===== src/rtl/cfgshim_pkg.sv =====
package cfgshim_pkg;

    localparam int CFG_DW = 32;
    localparam int N_ENT  = 3;

    localparam logic [31:0] A_CAP_NEXT  = 32'h0000_0040;
    localparam logic [31:0] A_EXP_CAP   = 32'h0000_0070;
    localparam logic [31:0] A_MSIX_HDR  = 32'h0000_00B0;
    localparam logic [31:0] A_TBL_OFF   = 32'h0000_00B4;
    localparam logic [31:0] A_PBA_OFF   = 32'h0000_00B8;
    localparam logic [31:0] A_EA_HDR    = 32'h0000_00BC;
    localparam logic [31:0] A_EA_DW2    = 32'h0000_00C0;
    localparam logic [31:0] A_EA_ENTHDR = 32'h0000_00C4;
    localparam logic [31:0] A_ENT0      = 32'h0000_00C8;
    localparam logic [31:0] A_ENT1      = 32'h0000_00CC;
    localparam logic [31:0] A_ENT2      = 32'h0000_00D0;

    localparam int PME_LO = 25;
    localparam int PME_HI = 29;

    typedef enum logic [2:0] {
        ST_IDLE,
        ST_RD1,
        ST_WT1,
        ST_RD2,
        ST_WT2,
        ST_RESP
    } shim_st_e;

endpackage


===== src/rtl/cfgshim_entries.sv =====
module cfgshim_entries
    import cfgshim_pkg::*;
#(
    parameter int NUM   = N_ENT,
    parameter int SEL_W = 2
) (
    input  logic                  clk,
    input  logic                  rst_n,
    input  logic                  we,
    input  logic [SEL_W-1:0]      sel,
    input  logic [CFG_DW-1:0]     wdata,
    output logic [NUM*CFG_DW-1:0] ent_flat
);

    for (genvar gi = 0; gi < NUM; gi++) begin : g_ent
        logic [CFG_DW-1:0] ent_d;
        logic [CFG_DW-1:0] ent_q;

        always_comb begin
            ent_d = ent_q;
            if (we && (32'(sel) == gi)) begin
                ent_d = wdata;
            end
        end

        always_ff @(posedge clk or negedge rst_n) begin
            if (!rst_n) begin
                ent_q <= '0;
            end else begin
                ent_q <= ent_d;
            end
        end

        assign ent_flat[gi*CFG_DW +: CFG_DW] = ent_q;

        // a selected write lands in the register one edge later
        p_entry_load_r8: assert property (@(posedge clk) disable iff (!rst_n)
            (we && (32'(sel) == gi)) |=> (ent_q == $past(wdata)));
    end

endmodule


===== src/rtl/cfgshim_patch.sv =====
module cfgshim_patch
    import cfgshim_pkg::*;
#(
    parameter int OFF_W = 12
) (
    input  logic [OFF_W-1:0]        aoff,
    input  logic [CFG_DW-1:0]       raw,
    input  logic [CFG_DW-1:0]       raw_exp,
    input  logic [N_ENT*CFG_DW-1:0] ent_flat,
    output logic [CFG_DW-1:0]       dword
);

    logic [31:0] a32;
    logic        raw_pme_zero;
    logic        exp_pme_zero;

    assign a32          = 32'(aoff);
    assign raw_pme_zero = (raw[PME_HI:PME_LO] == '0);
    assign exp_pme_zero = (raw_exp[PME_HI:PME_LO] == '0);

    always_comb begin
        dword = raw;
        case (a32)
            A_CAP_NEXT:  dword = (raw & 32'hFFFF_00FF) | 32'h0000_7000;
            A_EXP_CAP:   dword = raw_pme_zero ? (raw | 32'h0400_0000) : raw;
            A_MSIX_HDR:  dword = (raw & 32'hC000_00FF) |
                                 (exp_pme_zero ? 32'h0003_BC00 : 32'h0001_BC00);
            A_TBL_OFF:   dword = 32'h0000_0000;
            A_PBA_OFF:   dword = 32'h000F_0000;
            A_EA_HDR:    dword = 32'h0001_0014;
            A_EA_DW2:    dword = 32'h0000_0000;
            A_EA_ENTHDR: dword = 32'h80FF_0003;
            A_ENT0:      dword = ent_flat[0*CFG_DW +: CFG_DW];
            A_ENT1:      dword = ent_flat[1*CFG_DW +: CFG_DW];
            A_ENT2:      dword = ent_flat[2*CFG_DW +: CFG_DW];
            default:     dword = raw;
        endcase
    end

endmodule


===== src/rtl/cfgshim_align.sv =====
module cfgshim_align
    import cfgshim_pkg::*;
(
    input  logic [CFG_DW-1:0] dword,
    input  logic [1:0]        byte_sel,
    input  logic [2:0]        size,
    output logic [CFG_DW-1:0] data
);

    logic [CFG_DW-1:0] shifted;

    assign shifted = dword >> {byte_sel, 3'b000};

    always_comb begin
        case (size)
            3'd1:    data = shifted & 32'h0000_00FF;
            3'd2:    data = shifted & 32'h0000_FFFF;
            default: data = shifted;
        endcase
    end

endmodule


===== src/rtl/cfg_rd_shim.sv =====
module cfg_rd_shim
    import cfgshim_pkg::*;
#(
    parameter int OFF_W     = 12,
    parameter int DEVFN_W   = 8,
    parameter int BE_W      = 64,
    parameter int OFF_LIMIT = 2048,
    parameter int SEL_W     = 2
) (
    input  logic               clk,
    input  logic               rst_n,
    input  logic               req_valid,
    output logic               req_ready,
    input  logic [DEVFN_W-1:0] req_devfn,
    input  logic [OFF_W-1:0]   req_off,
    input  logic [2:0]         req_size,
    output logic               rsp_valid,
    output logic [CFG_DW-1:0]  rsp_data,
    output logic               rsp_notfound,
    output logic               be_req_valid,
    input  logic               be_req_ready,
    output logic [OFF_W-1:0]   be_req_addr,
    input  logic               be_rsp_valid,
    input  logic [BE_W-1:0]    be_rsp_data,
    input  logic               ent_we,
    input  logic [SEL_W-1:0]   ent_sel,
    input  logic [CFG_DW-1:0]  ent_wdata
);

    localparam int DATA_LO = BE_W - CFG_DW;

    typedef struct packed {
        shim_st_e          st;
        logic [OFF_W-1:0]  off;
        logic [2:0]        size;
        logic              bad;
        logic [CFG_DW-1:0] raw;
        logic [CFG_DW-1:0] raw_exp;
    } ctx_t;

    ctx_t ctx_d;
    ctx_t ctx_q;

    logic [OFF_W-1:0]        aoff_q;
    logic [N_ENT*CFG_DW-1:0] ent_flat;
    logic [CFG_DW-1:0]       patched;
    logic [CFG_DW-1:0]       sized;
    logic                    req_bad;

    assign aoff_q  = {ctx_q.off[OFF_W-1:2], 2'b00};
    assign req_bad = (req_devfn != '0) || (32'(req_off) >= OFF_LIMIT);

    always_comb begin
        ctx_d        = ctx_q;
        be_req_valid = 1'b0;
        be_req_addr  = aoff_q;
        req_ready    = (ctx_q.st == ST_IDLE);
        rsp_valid    = (ctx_q.st == ST_RESP);
        case (ctx_q.st)
            ST_IDLE: begin
                if (req_valid) begin
                    ctx_d.off  = req_off;
                    ctx_d.size = req_size;
                    ctx_d.bad  = req_bad;
                    ctx_d.st   = req_bad ? ST_RESP : ST_RD1;
                end
            end
            ST_RD1: begin
                be_req_valid = 1'b1;
                if (be_req_ready) begin
                    ctx_d.st = ST_WT1;
                end
            end
            ST_WT1: begin
                if (be_rsp_valid) begin
                    ctx_d.raw = be_rsp_data[BE_W-1:DATA_LO];
                    ctx_d.st  = (32'(aoff_q) == A_MSIX_HDR) ? ST_RD2 : ST_RESP;
                end
            end
            ST_RD2: begin
                be_req_valid = 1'b1;
                be_req_addr  = OFF_W'(A_EXP_CAP);
                if (be_req_ready) begin
                    ctx_d.st = ST_WT2;
                end
            end
            ST_WT2: begin
                be_req_addr = OFF_W'(A_EXP_CAP);
                if (be_rsp_valid) begin
                    ctx_d.raw_exp = be_rsp_data[BE_W-1:DATA_LO];
                    ctx_d.st      = ST_RESP;
                end
            end
            ST_RESP: begin
                ctx_d.st = ST_IDLE;
            end
            default: begin
                ctx_d.st = ST_IDLE;
            end
        endcase
    end

    always_ff @(posedge clk or negedge rst_n) begin
        if (!rst_n) begin
            ctx_q <= '{st: ST_IDLE, off: '0, size: '0, bad: 1'b0,
                       raw: '0, raw_exp: '0};
        end else begin
            ctx_q <= ctx_d;
        end
    end

    cfgshim_entries #(
        .NUM   (N_ENT),
        .SEL_W (SEL_W)
    ) u_entries (
        .clk      (clk),
        .rst_n    (rst_n),
        .we       (ent_we),
        .sel      (ent_sel),
        .wdata    (ent_wdata),
        .ent_flat (ent_flat)
    );

    cfgshim_patch #(
        .OFF_W (OFF_W)
    ) u_patch (
        .aoff     (aoff_q),
        .raw      (ctx_q.raw),
        .raw_exp  (ctx_q.raw_exp),
        .ent_flat (ent_flat),
        .dword    (patched)
    );

    cfgshim_align u_align (
        .dword    (patched),
        .byte_sel (ctx_q.off[1:0]),
        .size     (ctx_q.size),
        .data     (sized)
    );

    assign rsp_data     = ctx_q.bad ? '1 : sized;
    assign rsp_notfound = rsp_valid && ctx_q.bad;

    // a request to a foreign function is answered on the next cycle, refused
    p_bad_fast_r1: assert property (@(posedge clk) disable iff (!rst_n)
        (req_valid && req_ready && (req_devfn != '0))
        |=> (rsp_valid && rsp_notfound && (rsp_data == '1) && !be_req_valid));

    // a pending backend request holds its address
    p_be_hold_r2: assert property (@(posedge clk) disable iff (!rst_n)
        (be_req_valid && !be_req_ready) |=> (be_req_valid && $stable(be_req_addr)));

    // no new acceptance while a request is outstanding
    p_busy_r11: assert property (@(posedge clk) disable iff (!rst_n)
        (req_valid && req_ready) |=> !req_ready);

    // response is a single pulse followed by readiness
    p_rsp_pulse_r11: assert property (@(posedge clk) disable iff (!rst_n)
        rsp_valid |=> (!rsp_valid && req_ready));

endmodule


===== config.mk =====
export PLATFORM = sky130hd
export DESIGN_NAME = cfg_rd_shim
export DESIGN_NICKNAME = d
export VERILOG_FILES = /design/src/rtl/cfgshim_pkg.sv /design/src/rtl/cfgshim_entries.sv /design/src/rtl/cfgshim_patch.sv /design/src/rtl/cfgshim_align.sv /design/src/rtl/cfg_rd_shim.sv
export SDC_FILE = /design/constraint.sdc
export NUM_CORES = 1
export LEC_CHECK = 0
export ABC_AREA = 1
export ABC_CLOCK_PERIOD_IN_PS = 2100
export BUFFER_PORTS_ARGS = -buffer_cell sky130_fd_sc_hd__buf_2
export CAP_MARGIN = 20
export CORE_MARGIN = 1.5
export CORE_UTILIZATION = 52
export CTS_CLUSTER_SIZE = 12
export DETAILED_ROUTE_END_ITERATION = 10
export PLACE_DENSITY = 0.78
export SETUP_SLACK_MARGIN = 0.2
export SYNTH_ARGS = -nofsm -noshare
export SYNTH_HDL_FRONTEND = slang
export SYNTH_HIERARCHICAL = 1
export SYNTH_SLANG_ARGS = --single-unit

===== constraint.sdc =====
create_clock -name clk -period 2.1 [get_ports clk]
set_clock_uncertainty 0.1 [all_clocks]
set_input_delay 0.21 -clock clk [delete_from_list [all_inputs] [get_ports clk]]
set_output_delay 0.21 -clock clk [all_outputs]
set_load 0.05 [all_outputs]

**Word level (Yosys, flattened, before mapping)**

Index checks and enable logic that the tools add are counted.
Widths: inputs -> output; s select.

- Flip-flop bits (word level): 177
- Output and inout bits: 48
- Logic and storage cells: 69

- Order comparisons: 1
- Equality and inequality tests: 25
- Shift operators: 1
- Multiplexer cells: 15
- Bitwise logic cells: 1
- Reductions and logical operators: 17

Operators by type and width:

| kind | number |
|---|---|
| $pmux 32 s10 | 1 |
| $eq 10x6->1 const B | 9 |
| $pmux 32 s2 | 1 |
| $mux 32 | 1 |
| $or 32x18->32 | 1 |
| $shr 32x5->32 | 1 |
| $mux 27 | 1 |
| $eq 10x5->1 const B | 2 |
| $mux 19 | 1 |
| $mux 18 | 1 |
| $mux 3 | 6 |
| $pmux 3 s5 | 1 |
| $ge 12x12->1 const B | 1 |
| $mux 12 | 1 |
| $logic_not 5->1 | 2 |
| $ne 2x2->1 const B | 5 |
| $eq 3x2->1 const B | 3 |
| $reduce_bool 8->1 | 1 |
| $eq 3x1->1 const B | 2 |
| $eq 3x3->1 const B | 2 |
| $reduce_and 2->1 | 3 |
| $reduce_or 2->1 | 3 |
| $reduce_and 5->1 | 1 |
| $logic_and 1x1->1 | 4 |
| 6 further kinds | 6 |

**Depth between registers and ports, before layout**

Gate-level depths: netlist of the first run.

- Depth in word-level cells: 7
- Depth in mapped cells: 17

**Modules after synthesis**

The synthesis of the first run kept the hierarchy.

Modules (own cells, without submodules):

| module | instances | cells each | area an instance (µm²) |
|---|---|---|---|
| cfgshim_entries | 1 | 427 | 3998.8 |
| cfg_rd_shim | 1 | 314 | 3729.8 |
| cfgshim_patch | 1 | 375 | 1696.6 |
| cfgshim_align | 1 | 196 | 833.3 |

**Least setup slack after synthesis of the first run**

No wires, ideal clock.

- Path kind: flip-flop to output port
- Start: register ctx_q[82] (netlist bit)
- End: output port rsp_notfound
- Arrival time: 2.103 ns
- Required time: 1.790 ns
- Setup slack: -0.313 ns
- Stages on the path, launching flop included: 3
- Buffers on the path: 0
- Cells stage by stage: dfrtp_1 inv_1 nor4_1

- Word-level cells in the longest chain between the ends: 2

Ends and longest elaborated chain:

| what | line | RTL |
|---|---|---|
| start, declared | cfg_rd_shim.sv:42 | `ctx_t ctx_q;` |
| start signal, assigned | cfg_rd_shim.sv:105 | `ctx_q <= '{st: ST_IDLE, off: '0, size: '0, bad: 1'b0,` |
| start signal, assigned | cfg_rd_shim.sv:108 | `ctx_q <= ctx_d;` |
| $eq 3x3->1 | cfg_rd_shim.sv:58 | `rsp_valid = (ctx_q.st == ST_RESP);` |
| $logic_and 1x1->1 | cfg_rd_shim.sv:142 | `assign rsp_notfound = rsp_valid && ctx_q.bad;` |
| end, declared | cfg_rd_shim.sv:19 | `output logic rsp_notfound,` |

Every way passes these cells.

**Final worst setup path of the first run**

- Start: register ctx_q, in the netlist aoff_q[4]
- End: output port rsp_data[10]

- Word-level cells in the longest chain between the ends: 6
- Elaborated cells on any way between the ends: 16

Ends and longest elaborated chain:

| what | line | RTL |
|---|---|---|
| $eq 10x6->1 | cfgshim_patch.sv:23 | `case (a32)` |
| $reduce_or 2->1 (no source line) | - |  |
| $pmux 32 s10 * | cfgshim_patch.sv:23 |  |
| net patched[10] | cfg_rd_shim.sv:46 | `logic [CFG_DW-1:0] patched;` |
| $shr 32x5->32 * | cfgshim_align.sv:12 | `assign shifted = dword >> {byte_sel, 3'b000};` |
| $pmux 32 s2 * | cfgshim_align.sv:15 | `case (size)` |
| net sized[10] | cfg_rd_shim.sv:47 | `logic [CFG_DW-1:0] sized;` |
| $mux 32 * | cfg_rd_shim.sv:141 | `assign rsp_data = ctx_q.bad ? '1 : sized;` |
| end, declared | cfg_rd_shim.sv:18 | `output logic [CFG_DW-1:0] rsp_data,` |

Mark *: on every way through the listed nets, which the timed path passes. The rest lies on a longest branch.

==> impl_metrics.py, run 1 <==
metrics = {
    "floorplan": {
        "top_level_ports": 175,
        "die_area_mm2": 0.01861,
        "fp.dieW_um": 136.4,
        "initial_core_util": 0.5333,
        "chipHeight_um": 136.4,
        "core.rowCount": 48,
        "design.core.area_mm2": 0.01736,
    },
    "layout": {
        "nets": 1652,
        "final_instance_area_mm2": 0.01312,
        "instances_no_fill": 1761,
        "antenna_cells_inserted": 0,
        "finish.utilization": 0.7558,
        "syn2layout_area_growth_pct": 41.71,
        "drive_gt1_frac": 0.3490,
    },
    "worst_setup_path": {
        "crit_chain": "buf_6, nand2_2, inv_2, nand2_4, buf_4, inv_1, nand3_4, nand4_1, nor2_2, nand2_1, nand2_1, nand2_1, nor2_2, nor2_1, or2_4, buf_6",
        "critPathKind": "reg -> out",
        "crit_buf_inv": 5,
        "crit_path_max_fanout": 8,
        "critical_path.max_stage_delay_ns": 0.43,
        "worst_setup_start_kind": "flop",
        "critical_path.most_common_cell": "nand2_1",
        "endpoint_kind": "output port",
        "critical_path.slowest_cell": "dfrtp_1",
        "critical_path_arrival_ns": 2.87,
        "critical-path-top-delay-family": "simple AND/OR/NAND/NOR gates",
        "required_ns": 1.79,
    },
    "cts": {
        "numCtsBuffers": 17,
        "clock_sink_count": 152,
        "clock_tree.buffer_depth": 2,
        "tritoncts_clock_tree": "built",
        "cts_max_level": 4,
        "clk-insertion-delay-late_ns": 0.43,
        "clock_tree.root_cell": "clkbuf_16",
        "clkTransAtPathRegs_ns": 0.06,
    },
    "power": {
        "clock_power_share": 0.164,
        "power_switching_mw": 8.367,
        "p_per_cell_area_mw_per_mm2": 1395,
        "sw_frac_of_total": 0.4572,
        "leakage_nw": 6.992,
        "power.combinational.fraction": 0.589,
        "seq_power_share": 0.247,
        "int_pwr_mw": 9.934,
        "peakVddDrop_mv": 1.813,
    },
    "placed_design": {
        "place_area_mm2": 0.01053,
        "pre_cts_ws_ns": -0.6129,
        "dpl.hpwl_um": 19360,
        "routability_driven_placement_congestion_ratio": 0.9395,
        "io_port_bufs": 140,
        "place.detailed.instances": 1627,
    },
    "global_route": {
        "grt_pass1_wl_um": 48080,
        "antenna_violations_before_repair": 0,
        "grt_use_total": 0.3348,
        "via_count_of_the_first_global_routing_pass": 9162,
        "grt_start_max_net_pins": 59,
        "globalRouteOverflowTotal": 0,
    },
    "timing": {
        "slew_headroom": 0.4453,
        "slew_violations": 0,
        "final_hold_viol_count": 0,
        "final_setup_violation_count": 32,
        "rsz0062_at_grt": "yes",
        "max_freq_ghz": 0.3146,
        "timing_worst_slew_pin_value_ns": 0.8311,
        "min_period_ns": 3.179,
        "postLayoutSetupSlackWorst_ns": -1.079,
        "fin_tns_setup_ns": -29.80,
        "post-route-period-util": 1.514,
    },
    "logic_synthesis": {
        "avgSynthCellArea_um2": 7.370,
        "synth.cell_area_mm2": 0.009256,
        "post_synth_inst_count": 1256,
        "ys.warnings.count": 6,
    },
    "route": {
        "first_pass_iters": 7,
        "route.vias.total": 10410,
        "route.detailed.drc": 0,
        "wl_um": 33650,
        "drt.antenna.violating_nets": 0,
        "vias_per_cell": 5.912,
        "post_drt_wl_per_cell_um": 19.11,
        "drt_iter0_markers": 1307,
    },
    "flow_run": {
        "maxCapViolCount": 0,
    },
    "outcome": {
        "result_of_the_run": "finished, violations left",
        "violations_in_the_final_reports": "negative setup slack",
    },
    "hold_path": {
        "hold_class": "in -> reg",
    },
}
[timing repair]
item                                    CTS  global route
pin swaps                                39            48
hold endpoints to repair                297             0
gates cloned                              4             2
resized for setup                       177           135
setup buffers                            14             3
hold buffers                             81             0
endpoints found under the setup margin   43            44
[sequential cells by signal (all words and copies together) (netlist names)]
| register | count |
|---|---|
| ctx_q | 46 |
| aoff_q | 10 |
| u_entries/g_ent.ent_q | 96 |
[cell type report]
cell class,instances,area [um^2]
tap,225,281.5
clock buffer,20,446.7
multi-input combinational,948,5310
clock inverter,10,121.4
sequential,152,3810
timing repair buffer,319,2804
timing repair inverter,1,6.256
inverter,86,337.8
fill,1114,4239
[tightest hold or removal path: stages]
cell     delay [ns]
buf_2          0.11
inv_1          0.09
nand3_1        0.10
nand2_1        0.06
[path summary, 6_finish.rpt]
path	depth (start not counted)	slack (ns)	from	end
min in group asynchronous	2	0.12	rst_n	u_entries/g_ent[2].ent_q[9]
worst min-delay path	4	0.09	be_rsp_valid	ctx_q[82]
max in group asynchronous	3	1.05	rst_n	aoff_q[5]
worst max-delay path	16	-1.08	aoff_q[4]	rsp_data[10]
worst max register to register	7	0.25	ctx_q[80]	ctx_q[55]
worst min register to register	2	0.37	u_entries/g_ent[0].ent_q[0]	u_entries/g_ent[0].ent_q[0]
[layout by cell type (no fill, tap or decap), types with 5 or more instances in the layout]
cell and instances:
a21oi_1 8, buf_12 8, buf_2 96, buf_4 75, buf_6 33, buf_8 22, clkbuf_16 18, conb_1 6
dfrtp_1 147, dfrtp_2 5, dlygate4sd3_1 81, inv_1 59, inv_2 23, mux2_2 7, mux2_4 30, nand2_1 398
nand2_2 61, nand2_4 19, nand3_1 128, nand3_2 37, nand4_1 70, nor2_1 81, nor2_2 17, nor2_4 14
o21ai_0 14, or2_4 42
[metrics by stage]
step                      hold WS [ns]  total power, mW
after CTS                      0.04636            17.02
after floorplan                -0.1856            10.62
final                          0.09372            18.30
after global placement    -0.000005440            12.45
after detailed placement    -0.0004127            12.59
after global routing            0.1052            19.14
[per-layer routing]
metal | part of all wire | up-vias | global-route usage | wire length (um)
met3 | 0.10 | 179 | 0.06935 | 3445
met5 | 0 | - | 0 | 0
met2 | 0.47 | 773 | 0.5457 | 15960
li1 | - | 4561 | - | -
met4 | 0.044 | 0 | 0.1129 | 1489
met1 | 0.38 | 4898 | 0.4448 | 12760
[power by group through the flow]
stage	clock (mW)	combinational, mW	sequential, mW
global placement	0	8.03	4.42
floorplan	0	6.36	4.26
finish	3.00	10.8	4.52
detailed placement	0	8.15	4.45
CTS	3.01	9.58	4.43
global route	3.17	11.4	4.60
Power figures use the tool's default switching activity.
==> run 2: changes to the inputs <==
- SKIP_CTS_REPAIR_TIMING: not set -> 1
==> run 2 against run 1 <==
  * The run ends with negative hold slack, negative setup slack left
  * Maximum frequency up 0.81%
  * Final area down 2.4%
  * Utilization down 1.8 points
  * First-iteration DRC count up 5.4%
  * Sequential share of layout area up 0.71 points
  * Global-route usage down 3.4 points
==> impl_metrics.py, run 2 (synthesis gave the netlist of run 1 again) <==
metrics = {
    "timing": {
        "fin_worst_hold_slack_ns": -0.02554,
        "timing_worst_slew_pin_value_ns": 0.8295,
        "slew_headroom": 0.4464,
        "postLayoutSetupSlackWorst_ns": -1.053,
        "final_setup_violation_count": 32,
        "max_freq_ghz": 0.3171,
        "min_period_ns": 3.153,
        "final_hold_viol_count": 3,
        "post-route-period-util": 1.502,
        "rsz0062_at_grt": "yes",
        "slew_violations": 0,
    },
    "cts": {
        "clock_tree.buffer_depth": 2,
        "clkTransAtPathRegs_ns": 0.06,
        "clk-insertion-delay-late_ns": 0.42,
        "cts_max_level": 4,
        "tritoncts_clock_tree": "built",
        "clock_sink_count": 152,
        "numCtsBuffers": 17,
        "clock_tree.root_cell": "clkbuf_16",
    },
    "floorplan": {
        "die_area_mm2": 0.01861,
        "fp.dieW_um": 136.4,
        "top_level_ports": 175,
        "core.rowCount": 48,
        "initial_core_util": 0.5333,
        "chipHeight_um": 136.4,
        "design.core.area_mm2": 0.01736,
    },
    "layout": {
        "nets": 1643,
        "area_of_combinational_cells_with_multiple_inputs_mm2": 0.005115,
        "most_used_cells_in_the_layout_excluding_fill_and_tap_cells": "nand2_1 (430), dfrtp_1 (146), nand3_1 (144), buf_2 (95), nor2_1 (82)",
        "seqCellArea_mm2": 0.003811,
        "final_instance_area_mm2": 0.01281,
        "instances_no_fill": 1752,
        "drive_gt1_frac": 0.3137,
        "antenna_cells_inserted": 0,
        "largest_register_ffs": 96,
        "largest_register": "u_entries/g_ent.ent_q",
        "fillCellCount": 1202,
        "layout_commonest_cell": "nand2_1",
        "syn2layout_area_growth_pct": 38.36,
    },
    "global_route": {
        "grt_pass1_wl_um": 43170,
        "grt_use_total": 0.3009,
        "met1_usage_grt": 0.4155,
        "grt_start_max_net_pins": 59,
        "grt_use_met3": 0.07532,
        "via_count_of_the_first_global_routing_pass": 8283,
        "most_used_routing_layer": "met2",
        "groute.layer.met2.usage": 0.4722,
        "globalRouteOverflowTotal": 0,
        "antenna_violations_before_repair": 0,
    },
    "placed_design": {
        "dpl.hpwl_um": 19360,
        "place_area_mm2": 0.01053,
        "place.detailed.instances": 1627,
        "io_port_bufs": 140,
        "routability_driven_placement_congestion_ratio": 0.9395,
    },
    "worst_setup_path": {
        "crit-reg2reg-capture": "ctx_q[33]",
        "required_ns": 1.79,
        "worst_setup_start_kind": "flop",
        "critPathKind": "reg -> out",
        "reg2regPathDepth": 7,
        "rr_startpoint": "ctx_q[81]",
        "endpoint_kind": "output port",
        "critical_path_arrival_ns": 2.84,
        "ff2ff_setup_slack_ns": 0.20,
        "crit_path_max_fanout": 15,
    },
    "power": {
        "power.combinational.fraction": 0.579,
        "seq_power_share": 0.252,
        "int_pwr_mw": 9.795,
        "clock_power_share": 0.169,
        "sw_frac_of_total": 0.4497,
        "p_per_cell_area_mw_per_mm2": 1390,
        "leakage_nw": 6.898,
        "total_chip_power_mw": 17.80,
        "peakVddDrop_mv": 1.446,
        "power_switching_mw": 8.005,
    },
    "route": {
        "drt_iter0_markers": 1377,
        "route.vias.total": 10180,
        "drt.antenna.violating_nets": 0,
        "route.detailed.drc": 0,
        "first_pass_iters": 9,
        "wl_um": 31780,
        "post_drt_wl_per_cell_um": 18.14,
        "vias_per_cell": 5.811,
    },
    "hold_path": {
        "hold_class": "in -> reg",
        "holdCritStartpoint": "ent_wdata[17]",
        "min_delay_worst_endpoint": "u_entries/g_ent[0].ent_q[17]",
        "min_path_cells": 3,
    },
    "flow_run": {
        "maxCapViolCount": 0,
    },
    "outcome": {
        "violations_in_the_final_reports": "negative hold slack, negative setup slack",
        "result_of_the_run": "finished, violations left",
    },
}
## run 2: changes by cell type in the layout (fill, tap and decap cells not counted), moves of 5 or more
cell	delta
nand3_2	-13
nand2_4	-7
buf_4	+5
nand3_1	+16
inv_2	-10
inv_1	+9
nand2_1	+32
buf_6	-9
nand2_2	-25
## run 2: cell type report
| type | instances | share of cell area |
|---|---|---|
| Multi-Input combinational cell | 948 | 0.3994 |
| Sequential cell | 152 | 0.2976 |
| Timing Repair Buffer | 310 | 0.2091 |
| Clock buffer | 20 | 0.03488 |
| Inverter | 86 | 0.02677 |
| Tap cell | 225 | 0.02198 |
| Clock inverter | 10 | 0.009476 |
| Timing Repair inverter | 1 | 0.0008792 |
## run 2: per-stage QoR
stage	worst slack [ns]	utilization	hold slack, ns	setup TNS, ns
after global routing	-1.142	0.7379	-0.002061	-32.01
after global placement	-0.5578	0.6065	-0.000005440	-14.48
after CTS	-1.066	0.6393	-0.4504	-31.25
final	-1.053	0.7379	-0.02554	-28.78
after detailed placement	-0.6129	0.6065	-0.0004127	-15.68
after floorplan	-0.1789	-	-0.1856	-1.575
## run 2: power groups by stage
stage	logic, mW	clock network, mW	registers, mW
final	10.3	3.00	4.48
after global routing	10.9	3.17	4.57
after detailed placement	8.15	0	4.45
after floorplan	6.36	0	4.26
after global placement	8.03	0	4.42
after CTS	8.18	3.01	4.41
## run 2: layer usage
| layer | wire length [um] | vias up |
|---|---|---|
| met3 | 3289 | 136 |
| met2 | 15080 | 713 |
| met1 | 12250 | 4785 |
| met4 | 1161 | 0 |
| met5 | 0 | - |
| li1 | - | 4547 |
## run 2: how the worst max path moves through the flow
stage / start / to / depth (start not counted)
2_1_floorplan: aoff_q[11] / rsp_data[6] / 14
3_3_place_gp: aoff_q[11] / rsp_data[5] / 16
3_5_place_dp: aoff_q[11] / rsp_data[5] / 16
4_1_cts: aoff_q[11] / rsp_data[5] / 16
5_1_grt: aoff_q[9] / rsp_data[17] / 18
6_report: aoff_q[8] / rsp_data[5] / 17
## run 2: worst max-delay path, cell delays in order (launching register included)
cell     delay [ns]
dfrtp_1        0.40
nor2_2         0.15
nand2_2        0.15
buf_6          0.16
nor2_4         0.12
o21ai_2        0.08
nand2_2        0.09
nor2_4         0.06
buf_12         0.15
buf_4          0.13
nand2_1        0.06
nand2_1        0.07
inv_1          0.07
nand2_2        0.06
nand3_1        0.15
nand2_1        0.10
or2_4          0.26
buf_6          0.15
==> run 3: changes to the inputs <==
- ABC_CLOCK_PERIOD_IN_PS: 2100 -> 3700
- CORE_UTILIZATION: 52 -> 62
- PLACE_DENSITY: 0.78 -> 0.87
- clock period: 2.1 -> 3.7 ns (I/O delays scaled with it)
==> run 3 against run 2 <==
  * The flow finishes with violations (negative hold slack)
  * Non-clock buffer count is 159 lower
  * Utilization decreased by 1.9 points
  * Via count is 12% lower
  * Cell count fell by 11%
  * Die area is 16% lower
  * Setup slack better by 1.3 ns
  * Total power down 52%
  * Clock power shrank 41%
  * Critical path depth down 2
  * Critical endpoint is now rsp_data[16]
  * Largest cell class unchanged
  * Highest routed layer unchanged
==> impl_metrics.py, run 3 (synthesis gave the netlist of run 1 again) <==
metrics = {
    "power": {
        "power_switching_mw": 3.947,
        "power.combinational.fraction": 0.484,
        "peakVddDrop_mv": 0.4723,
        "total_chip_power_mw": 8.458,
        "p_per_cell_area_mw_per_mm2": 809.2,
        "clock_power_share": 0.209,
        "sw_frac_of_total": 0.4666,
        "leakage_nw": 5.830,
        "int_pwr_mw": 4.511,
        "seq_power_share": 0.307,
    },
    "timing": {
        "min_period_ns": 3.420,
        "slew_headroom": 0.2678,
        "fin_tns_setup_ns": 0,
        "slew_violations": 0,
        "rsz0062_at_grt": "no",
        "final_hold_viol_count": 93,
        "timing_worst_slew_pin_value_ns": 1.094,
        "final_setup_violation_count": 0,
        "post-route-period-util": 0.9244,
        "postLayoutSetupSlackWorst_ns": 0.2799,
        "max_freq_ghz": 0.2924,
        "fin_worst_hold_slack_ns": -0.06561,
    },
    "layout": {
        "instances_no_fill": 1552,
        "nets": 1483,
        "finish.utilization": 0.7192,
        "most_used_cells_in_the_layout_excluding_fill_and_tap_cells": "nand2_1 (463), nand3_1 (164), dfrtp_1 (150), buf_2 (139), nor2_1 (98)",
        "largest_register_ffs": 96,
        "syn2layout_area_growth_pct": 12.92,
        "final_instance_area_mm2": 0.01045,
        "drive_gt1_frac": 0.2268,
        "fillCellCount": 1157,
        "largest_register": "u_entries/g_ent.ent_q",
        "layout_commonest_cell": "nand2_1",
    },
    "floorplan": {
        "design.core.area_mm2": 0.01453,
        "chipHeight_um": 125.2,
        "die_area_mm2": 0.01567,
        "fp.dieW_um": 125.2,
        "core.rowCount": 44,
        "top_level_ports": 175,
        "initial_core_util": 0.6369,
    },
    "worst_setup_path": {
        "ff2ff_setup_slack_ns": 1.47,
        "endpoint_kind": "output port",
        "critPathKind": "reg -> out",
        "crit_path_max_fanout": 12,
        "reg2regPathDepth": 6,
        "crit_path_end": "rsp_data[16]",
        "worst_setup_start_kind": "flop",
        "rr_startpoint": "ctx_q[81]",
        "crit_start": "aoff_q[4]",
        "crit-reg2reg-capture": "aoff_q[4]",
        "required_ns": 3.23,
        "critical_path_arrival_ns": 2.95,
    },
    "cts": {
        "clkTransAtPathRegs_ns": 0.06,
        "tritoncts_clock_tree": "built",
        "clock_tree.root_cell": "clkbuf_16",
        "clock_sink_count": 152,
        "clk-insertion-delay-late_ns": 0.42,
        "cts_max_level": 4,
        "clock_tree.buffer_depth": 2,
        "numCtsBuffers": 17,
    },
    "outcome": {
        "result_of_the_run": "finished, violations left",
        "violations_in_the_final_reports": "negative hold slack",
    },
    "route": {
        "drt.antenna.violating_nets": 0,
        "wl_um": 25570,
        "post_drt_wl_per_cell_um": 16.48,
        "route.vias.total": 8965,
        "vias_per_cell": 5.776,
        "first_pass_iters": 7,
        "route.detailed.drc": 0,
        "drt_iter0_markers": 1205,
    },
    "global_route": {
        "grt_start_max_net_pins": 95,
        "via_count_of_the_first_global_routing_pass": 8092,
        "antenna_violations_before_repair": 1,
        "globalRouteOverflowTotal": 0,
        "grt_pass1_wl_um": 40610,
        "grt_use_total": 0.3217,
    },
    "flow_run": {
        "maxCapViolCount": 0,
    },
    "hold_path": {
        "hold_class": "in -> async",
    },
    "placed_design": {
        "dpl.hpwl_um": 16750,
        "place.detailed.instances": 1518,
        "place_area_mm2": 0.009764,
        "routability_driven_placement_congestion_ratio": 0.8820,
        "pre_cts_ws_ns": 0.5835,
        "io_port_bufs": 140,
    },
}
[run 3: cell types whose count changed in the layout (fill, tap and decap cells not counted), sizes merged, moves of 2 or more]
| cell | change |
|---|---|
| buf | -80 |
| clkbuf | -2 |
| clkinv | +4 |
| inv | -2 |
| clkinvlp | -3 |
| dlygate4sd3 | -78 |
[run 3: critical path, cell delays in order (launching register included)]
cell and delay [ns]:
dfrtp_1 0.45, nor2_2 0.19, nand2_4 0.10, nor2_4 0.21, nand2_2 0.11, inv_2 0.26
nand2_1 0.13, nand2_1 0.11, a21oi_1 0.07, nand2_1 0.17, inv_1 0.06, nand2_1 0.08
nand3_1 0.10, nor2_1 0.13, or2_2 0.11, buf_2 0.25
[run 3: metal layers]
metal / global-route usage / vias up / wire length (um) / part of all wire
li1: - / 4233 / - / -
met4: 0.09826 / 0 / 599 / 0.023
met3: 0.05777 / 53 / 2466 / 0.096
met5: 0 / - / 0 / 0
met1: 0.4520 / 4167 / 10520 / 0.41
met2: 0.5127 / 512 / 11980 / 0.47
[run 3: layout make-up]
cell class              instances  area (um^2)  area share
multi-input cells             948         4676      0.4473
flip-flops and latches        152         3806      0.3641
repair buffers                151        814.5     0.07793
clock buffers                  19        442.9     0.04238
inverters                      86        332.8     0.03184
well taps                     184        230.2     0.02203
clock inverters                11        147.6     0.01413
diodes                          1        2.502   0.0002394
[run 3: how the worst min path moves through the flow]
stage | start | slack [ns] | end | depth (start not counted)
finish | rst_n | -0.07 | u_entries/g_ent[2].ent_q[13] | 1
global route | rst_n | 0.009 | u_entries/g_ent[2].ent_q[10] | 1
CTS | rst_n | -0.03 | u_entries/g_ent[2].ent_q[4] | 1
detailed placement | u_entries/g_ent[2].ent_q[26] | 0.36 | u_entries/g_ent[2].ent_q[26] | 2
global placement | u_entries/g_ent[1].ent_q[28] | 0.35 | u_entries/g_ent[1].ent_q[28] | 2
floorplan | rst_n | -0.03 | aoff_q[10] | 0
[run 3: power groups by stage]
stage	combinational (mW)	sequential [mW]	clock, mW
floorplan	3.37	2.42	0
global placement	3.92	2.58	0
detailed placement	4.00	2.60	0
CTS	4.03	2.58	1.77
global route	4.43	2.66	1.85
finish	4.09	2.60	1.77
